`src/rtl/can_irq_pkg.sv`:
```
package can_irq_pkg;
  typedef enum logic [1:0] {
    SEL_ENA = 2'd0,
    SEL_CLR = 2'd1,
    SEL_CEN = 2'd2,
    SEL_PND = 2'd3
  } reg_sel_e;
endpackage

```
`src/rtl/can_irq_cfg.sv`:
```
// Plain configuration word written through the register port.
module can_irq_cfg #(
  parameter int W = 16,
  parameter logic [W-1:0] RST_VAL = '0
) (
  input  logic         clk,
  input  logic         rst,
  input  logic         load,
  input  logic [W-1:0] din,
  output logic [W-1:0] q
);
  always_ff @(posedge clk) begin
    if (rst)       q <= RST_VAL;
    else if (load) q <= din;
  end
endmodule

```
`src/rtl/can_irq_flags.sv`:
```
// Pending flags: set by event, cleared by write-one; event wins a collision.
module can_irq_flags #(
  parameter int W = 16
) (
  input  logic         clk,
  input  logic         rst,
  input  logic [W-1:0] set_vec,
  input  logic [W-1:0] clr_vec,
  output logic [W-1:0] flags
);
  for (genvar g = 0; g < W; g++) begin : g_flag
    always_ff @(posedge clk) begin
      if (rst)             flags[g] <= 1'b0;
      else if (set_vec[g]) flags[g] <= 1'b1;
      else if (clr_vec[g]) flags[g] <= 1'b0;
    end
  end
endmodule

```
`src/rtl/can_irq_prio.sv`:
```
// Fixed-priority encoder: lowest set index wins.
module can_irq_prio #(
  parameter int W  = 16,
  parameter int CW = 4
) (
  input  logic [W-1:0]  req_vec,
  output logic          found,
  output logic [CW-1:0] idx
);
  always_comb begin
    found = 1'b0;
    idx   = '0;
    for (int i = W - 1; i >= 0; i--) begin
      if (req_vec[i]) begin
        found = 1'b1;
        idx   = CW'(i);
      end
    end
  end
endmodule

```
`src/rtl/can_irq_coder.sv`:
```
module can_irq_coder
  import can_irq_pkg::*;
#(
  parameter int NUM_BUF = 15,
  localparam int NSRC   = NUM_BUF + 1,
  localparam int CODE_W = $clog2(NSRC)
) (
  input  logic              clk,
  input  logic              rst,
  input  logic [NSRC-1:0]   src_evt,
  input  logic              wr_en,
  input  logic [1:0]        wr_addr,
  input  logic [NSRC-1:0]   wr_data,
  input  logic [1:0]        rd_addr,
  output logic [NSRC-1:0]   rd_data,
  output logic              irq_req,
  output logic [CODE_W-1:0] irq_code
);
  logic [NSRC-1:0] ena_q, cen_q, pend_q, clr_vec, qual;
  logic            ld_ena, ld_cen;

  assign ld_ena  = wr_en && (reg_sel_e'(wr_addr) == SEL_ENA);
  assign ld_cen  = wr_en && (reg_sel_e'(wr_addr) == SEL_CEN);
  assign clr_vec = (wr_en && (reg_sel_e'(wr_addr) == SEL_CLR)) ? wr_data : '0;

  can_irq_cfg #(.W(NSRC), .RST_VAL('0)) u_ena (
    .clk(clk), .rst(rst), .load(ld_ena), .din(wr_data), .q(ena_q)
  );

  can_irq_cfg #(.W(NSRC), .RST_VAL({NSRC{1'b1}})) u_cen (
    .clk(clk), .rst(rst), .load(ld_cen), .din(wr_data), .q(cen_q)
  );

  can_irq_flags #(.W(NSRC)) u_flags (
    .clk(clk), .rst(rst), .set_vec(src_evt), .clr_vec(clr_vec), .flags(pend_q)
  );

  assign qual = pend_q & ena_q & cen_q;

  can_irq_prio #(.W(NSRC), .CW(CODE_W)) u_prio (
    .req_vec(qual), .found(irq_req), .idx(irq_code)
  );

  always_ff @(posedge clk) begin
    if (rst) rd_data <= '0;
    else begin
      case (reg_sel_e'(rd_addr))
        SEL_ENA: rd_data <= ena_q;
        SEL_CEN: rd_data <= cen_q;
        SEL_PND: rd_data <= pend_q;
        default: rd_data <= '0;
      endcase
    end
  end
endmodule

```
`config.mk`:
```
export PLATFORM = sky130hd
export DESIGN_NAME = can_irq_coder
export DESIGN_NICKNAME = d
export VERILOG_FILES = /design/src/rtl/can_irq_pkg.sv /design/src/rtl/can_irq_cfg.sv /design/src/rtl/can_irq_flags.sv /design/src/rtl/can_irq_prio.sv /design/src/rtl/can_irq_coder.sv
export SDC_FILE = /design/constraint.sdc
export NUM_CORES = 1
export LEC_CHECK = 0
export ABC_AREA = 1
export BUFFER_PORTS_ARGS = -buffer_cell sky130_fd_sc_hd__buf_2
export CORE_MARGIN = 1.5
export CORE_UTILIZATION = 45
export DETAILED_ROUTE_END_ITERATION = 10
export GPL_TIMING_DRIVEN = 0
export PLACE_DENSITY_LB_ADDON = 0.12
export SETUP_SLACK_MARGIN = 0.2
export SYNTH_ARGS = -nofsm -noshare
export SYNTH_HDL_FRONTEND = slang
export SYNTH_HIERARCHICAL = 1
export SYNTH_SLANG_ARGS = --single-unit
```
`constraint.sdc`:
```
create_clock -name clk -period 1.2 [get_ports clk]
set_input_delay 0.06 -clock clk [delete_from_list [all_inputs] [get_ports clk]]
set_output_delay 0.06 -clock clk [all_outputs]
set_load 0.005 [all_outputs]
```
=== Word-level counts from Yosys, hierarchy flattened ===
Index checks and enable logic that the tools add are counted.

* Register bits: 64
* Bits of input ports: 39
* Logic and storage cells: 112

* Eq/ne operators: 4
* Mux-type cells: 66
* Bitwise logic cells: 2
* Reduce and logical (&&, ||, !) cells: 21

{| class="wikitable"
|+ Operator list
! operator !! count
|-
| 4-bit two-way mux || 16
|-
| 1-bit two-way mux || 48
|-
| 16-bit case mux with 3 select lines || 1
|-
| 16-bit bitwise AND || 2
|-
| 2-bit nonzero test || 16
|-
| 16-bit two-way mux || 1
|-
| 2-bit == test (second input constant) || 3
|-
| 2-bit logical NOT || 2
|-
| 1-bit logical AND || 3
|-
| 2-bit by 1-bit == test with 1-bit output (second input constant) || 1
|}

=== Longest topological paths before layout ===
* Word-level depth: 18
* Depth in mapped cells: 16
* Gate-level depth less buffers: 16

=== Hierarchy ===
The synthesis kept the hierarchy.

{| class="wikitable"
|+ Modules (own cells, without submodules)
! module !! instances !! cells an instance !! area an instance (um^2)
|-
| can_irq_coder || 1 || 178 || 1096.1
|-
| can_irq_cfg (u_ena) || 1 || 101 || 670.6
|-
| can_irq_cfg (u_cen) || 1 || 70 || 663.1
|-
| can_irq_flags || 1 || 82 || 656.9
|-
| can_irq_prio || 1 || 49 || 209.0
|}

=== Least setup slack after synthesis ===
Ideal clock, no wire load.

* Path kind: register to output
* Start: reg u_cen.q[13]
* End: out irq_code[0]
* Arrival: 1194 ps
* Data required time: 1140 ps
* Setup slack: -54 ps
* Stages on the path, launching flop included: 16
* Cells stage by stage: dfxtp_1 and3_1 inv_1 nand2_1 nand2_1 nand2_1 nand2_1 nand2_1 nand2_1 nand2_1 nand2_1 nand2_1 nand2_1 nand2_1 nand2_1 a21oi_2

* Word-level cells in the longest chain between the ends: 15

{| class="wikitable"
|+ Ends and longest elaborated chain
! item !! line !! RTL
|-
| start: declaration || can_irq_cfg.sv:10 || <nowiki>output logic [W-1:0] q</nowiki>
|-
| start signal: assignment || can_irq_cfg.sv:14 || <nowiki>else if (load) q <= din;</nowiki>
|-
| 16-bit bitwise AND || can_irq_coder.sv:38 || <nowiki>assign qual = pend_q & ena_q & cen_q;</nowiki>
|-
| net qual[13] || can_irq_coder.sv:19 || <nowiki>logic [NSRC-1:0] ena_q, cen_q, pend_q, clr_vec, qual;</nowiki>
|-
| 4-bit two-way mux (14 in series) || can_irq_prio.sv:14 || <nowiki>if (req_vec[i]) begin</nowiki>
|-
| end: declaration || can_irq_coder.sv:17 || <nowiki>output logic [CODE_W-1:0] irq_code</nowiki>
|}

The timed path passes the listed nets, and every way through them passes these cells.

=== Worst setup path after layout ===
* Start: reg u_flags.flags[13]
* End: out irq_code[0]

* Word-level cells in the longest chain between the ends: 16

{| class="wikitable"
|+ Ends and longest elaborated chain
! item !! line !! RTL
|-
| start: declaration || can_irq_flags.sv:9 || <nowiki>output logic [W-1:0] flags</nowiki>
|-
| start signal: indexed assignment || can_irq_flags.sv:13 || <nowiki>if (rst) flags[g] <= 1'b0;</nowiki>
|-
| start signal: indexed assignment || can_irq_flags.sv:14 || <nowiki>else if (set_vec[g]) flags[g] <= 1'b1;</nowiki>
|-
| start signal: indexed assignment || can_irq_flags.sv:15 || <nowiki>else if (clr_vec[g]) flags[g] <= 1'b0;</nowiki>
|-
| 16-bit bitwise AND (2 in series) || can_irq_coder.sv:38 ||
|-
| net qual[13] || can_irq_coder.sv:19 ||
|-
| 4-bit two-way mux (14 in series) || can_irq_prio.sv:14 ||
|}

The timed path passes the listed nets, and every way through them passes these cells.

==> key figures <==
Run status
  – Outcome: complete, but fails checks
  – Failing checks: setup timing

Global routing
  – Grt ovf: 0
  – Initial antenna violation count: 0
  – Pin count of the biggest net entering global routing: 11
  – First-pass GRT wire length: between 10 and 15 mm
  – GRT Overall Usage: between 20% and 30%
  – Vias in the first global route: approximately 3000

Floorplanning
  – Core Region: ~7200 µm²
  – Die width: ~89 µm
  – DIE HEIGHT: roughly 89 µm
  – I/O pins: 60
  – Num rows: 31
  – Initial Utilization: a little under half
  – Die ar.: 7846 µm²

Route
  – Drt first-iter violations: 159
  – Drt via density: approximately 4.6
  – # DRC: 0
  – Drt total wl: between 8 and 9 mm
  – ANT nets after route: 0
  – DR pass1 iterations: 5
  – Vias: ~3200
  – WL per Instance: 12.96 µm

Setup path
  – Worst setup EP type: output port
  – R2R setup slack: roughly 410 ps
  – Worst Setup SP: u_flags/flags[13]
  – Worst r2r path cells: 5
  – Worst-path fanout max: 3
  – Setup crit end: irq_code[0]
  – Critical path launch point type: flip-flop
  – R2R Path End: rd_data[13]
  – Worst Path Required: between 1000 and 1500 ps
  – Crit Path Category: reg -> out
  – Reg2reg start: u_flags/flags[13]
  – Critical Path AT: between 1500 and 2000 ps

Timing
  – Slew Limit Fails: 0
  – Fmax: 0.5586 GHz
  – Fin Clk Skew: 5.379 ps
  – Tmin final: between 1500 and 2000 ps
  – Worst setup margin: -590.2 ps
  – Endpoints failing hold: 0
  – Final setup fails: 5
  – RSZ-0062 raised after global routing: true
  – Worst Tran Pin Value: about 450 ps
  – Rel. slew slack: 69.79%
  – Final worst-path cycle share: 149.2%

Min path
  – Hold Startpoint: rst
  – Hold Path Depth: 3
  – Hold WC Path Type: in -> reg

CTS
  – Clock Path Buffers: 2
  – Root buf cell: clkbuf_8
  – H-tree levels: 3
  – Clk Latency, worst-skew pair: 330 ps
  – Num CTS Buffers: 9
  – CTS tree: built
  – CTS sink count: between 60 and 70
  – Clk slew on worst S/H paths: ~60 ps

Placement
  – Routability cong.: between 0.8 and 0.9
  – Dpl cell area: between 3000 and 4000 µm²
  – IO Port Bufs: 57
  – DPL Wire Length: around 6 mm

Logic synthesis
  – Distinct cell type count after synthesis: 25
  – Seq/Total Area, Yosys: 38.88%
  – Synth area leader: dfxtp_1
  – Async SR Flop Fraction: 0%
  – Synthesized flop and latch total: 64
  – Syn Area/Cell: 6.866 µm²
  – Area fraction of the dominant cell type after synthesis: around 40%
  – Post-Synthesis Cells: between 400 and 500
  – Post-synth EDFFs: 0
  – Ranking of synthesized cells by area: dfxtp_1 39%, nand2_1 13%, inv_1 11%
  – Synthesized Nets: slightly above 500
  – Mapped Area: roughly 3300 µm²
  – Synth warn: 6
  – Top_reg_cell synth: dfxtp_1

Cells and area
  – Finished Core Util: 59.98%
  – Layout Nets: between 600 and 700
  – Area Overhead vs Synth: 30.60%
  – Commonest non-fill, non-tap cells in the layout: 117 x nand2_1, 92 x inv_1, 60 x buf_2, 59 x nand3_1, 55 x dfxtp_1
  – Final design instance area without fill: approximately 4300 µm²
  – Commonest non-fill, non-tap cell in the layout: nand2_1
  – ANT cells: 0
  – Share of post-route cells with drive strength above 1: a little over a quarter

Power and ir drop
  – Leak: ~2.3 nW
  – VDD IR max: approximately 0.00055 V
  – Pwr dens: ~1100 nW/µm²

Job
  – Max Cap Viol: 0
==> per-layer routing <==
layer	share of wire [%]	GRT usage, %	vias up
li1	-	-	1658
met1	46	31.12	1428
met2	47	40.53	85
met3	5.6	4.944	7
met4	0.98	7.670	0
met5	0	0	-
==> how the worst min path moves through the flow <==
stage,to,slack (ps)
after floorplan,u_cen/q[13],180
after CTS,u_flags/flags[15],80
final,u_flags/flags[13],90
after global routing,u_flags/flags[15],100
after detailed placement,u_flags/flags[13],300
after global placement,u_flags/flags[13],290
==> critical path, cell delays in order, from the launching register on <==
cell,delay (ps)
dfxtp_2,340
and3_4,200
inv_2,40
nand2_1,50
nand2_1,50
nand2_1,50
nand2_1,50
nand2_1,50
nand2_1,40
nand2_1,50
nand2_1,50
nand2_1,50
nand2_1,40
nand2_1,50
nand2_1,60
a21oi_2,100
buf_2,120
==> synthesized netlist by cell type (2+ instances only) <==
master     n
nand2_1  117
inv_1     94
dfxtp_1   64
nand3_1   60
nor2_1    51
and3_1    16
a21oi_2   10
buf_6     10
nand3_2   10
nand2_2    9
a21oi_1    8
inv_2      6
buf_4      5
nor3_1     5
buf_2      3
buf_12     2
nor2_2     2
==> stage by stage <==
| stage | setup WS [ps] | power, W | hold WS [ps] | cells | TNS (ps) |
|---|---|---|---|---|---|
| after floorplan | -45.41 | 0.002858 | 182.1 | 480 | -45.41 |
| after global placement | -313.4 | 0.003111 | 294.8 | 636 | -965.0 |
| after detailed placement | -323.9 | 0.003127 | 299.9 | 636 | -1046 |
| after CTS | -624.4 | 0.004948 | 78.61 | 688 | -2686 |
| after global routing | -813.7 | 0.005154 | 102.3 | 688 | -3473 |
| final | -590.2 | 0.004911 | 92.85 | 688 | -2662 |
==> flip-flops by register name (all words and copies together), names as in the netlist <==
| name | count |
|---|---|
| rd_data | 16 |
| u_cen/q | 16 |
| u_ena/q | 16 |
| u_flags/flags | 16 |
==> timing repair <==
| action | in CTS | in global routing |
|---|---|---|
| setup buffers | 7 | 0 |
| hold buffers | 32 | 0 |
| setup endpoints to repair | 5 | 5 |
| hold endpoints to repair | 32 | 0 |
| gates resized for setup | 7 | 1 |
| pin swaps | 3 | 3 |
==> kinds of logic after synthesis <==
| group | after synthesis | share of synthesized area, % |
|---|---|---|
| AND/OR/NAND/NOR | 275 | 38.69 |
| AO/OA/AOI/OAI | 19 | 4.366 |
| buffers and inverters | 122 | 18.07 |
| flip-flops | 64 | 38.88 |
==> layout make-up <==
type | instances | area, µm²
fillers | 667 | 2872
repair buffers | 96 | 658.1
clock buffers | 13 | 178.9
multi-input cells | 294 | 1455
well taps | 99 | 123.9
plain buffers | 20 | 205.2
inverters | 102 | 390.4
flip-flops and latches | 64 | 1292
==> report_power, final <==
part	switching [W]	total, W	internal, W
clock	0.000770	0.00171	0.000943
combinational	0.000455	0.000858	0.000402
sequential	0.0000817	0.00234	0.00226
total	0.00131	0.00491	0.00360
Power figures use the tool's default switching activity.
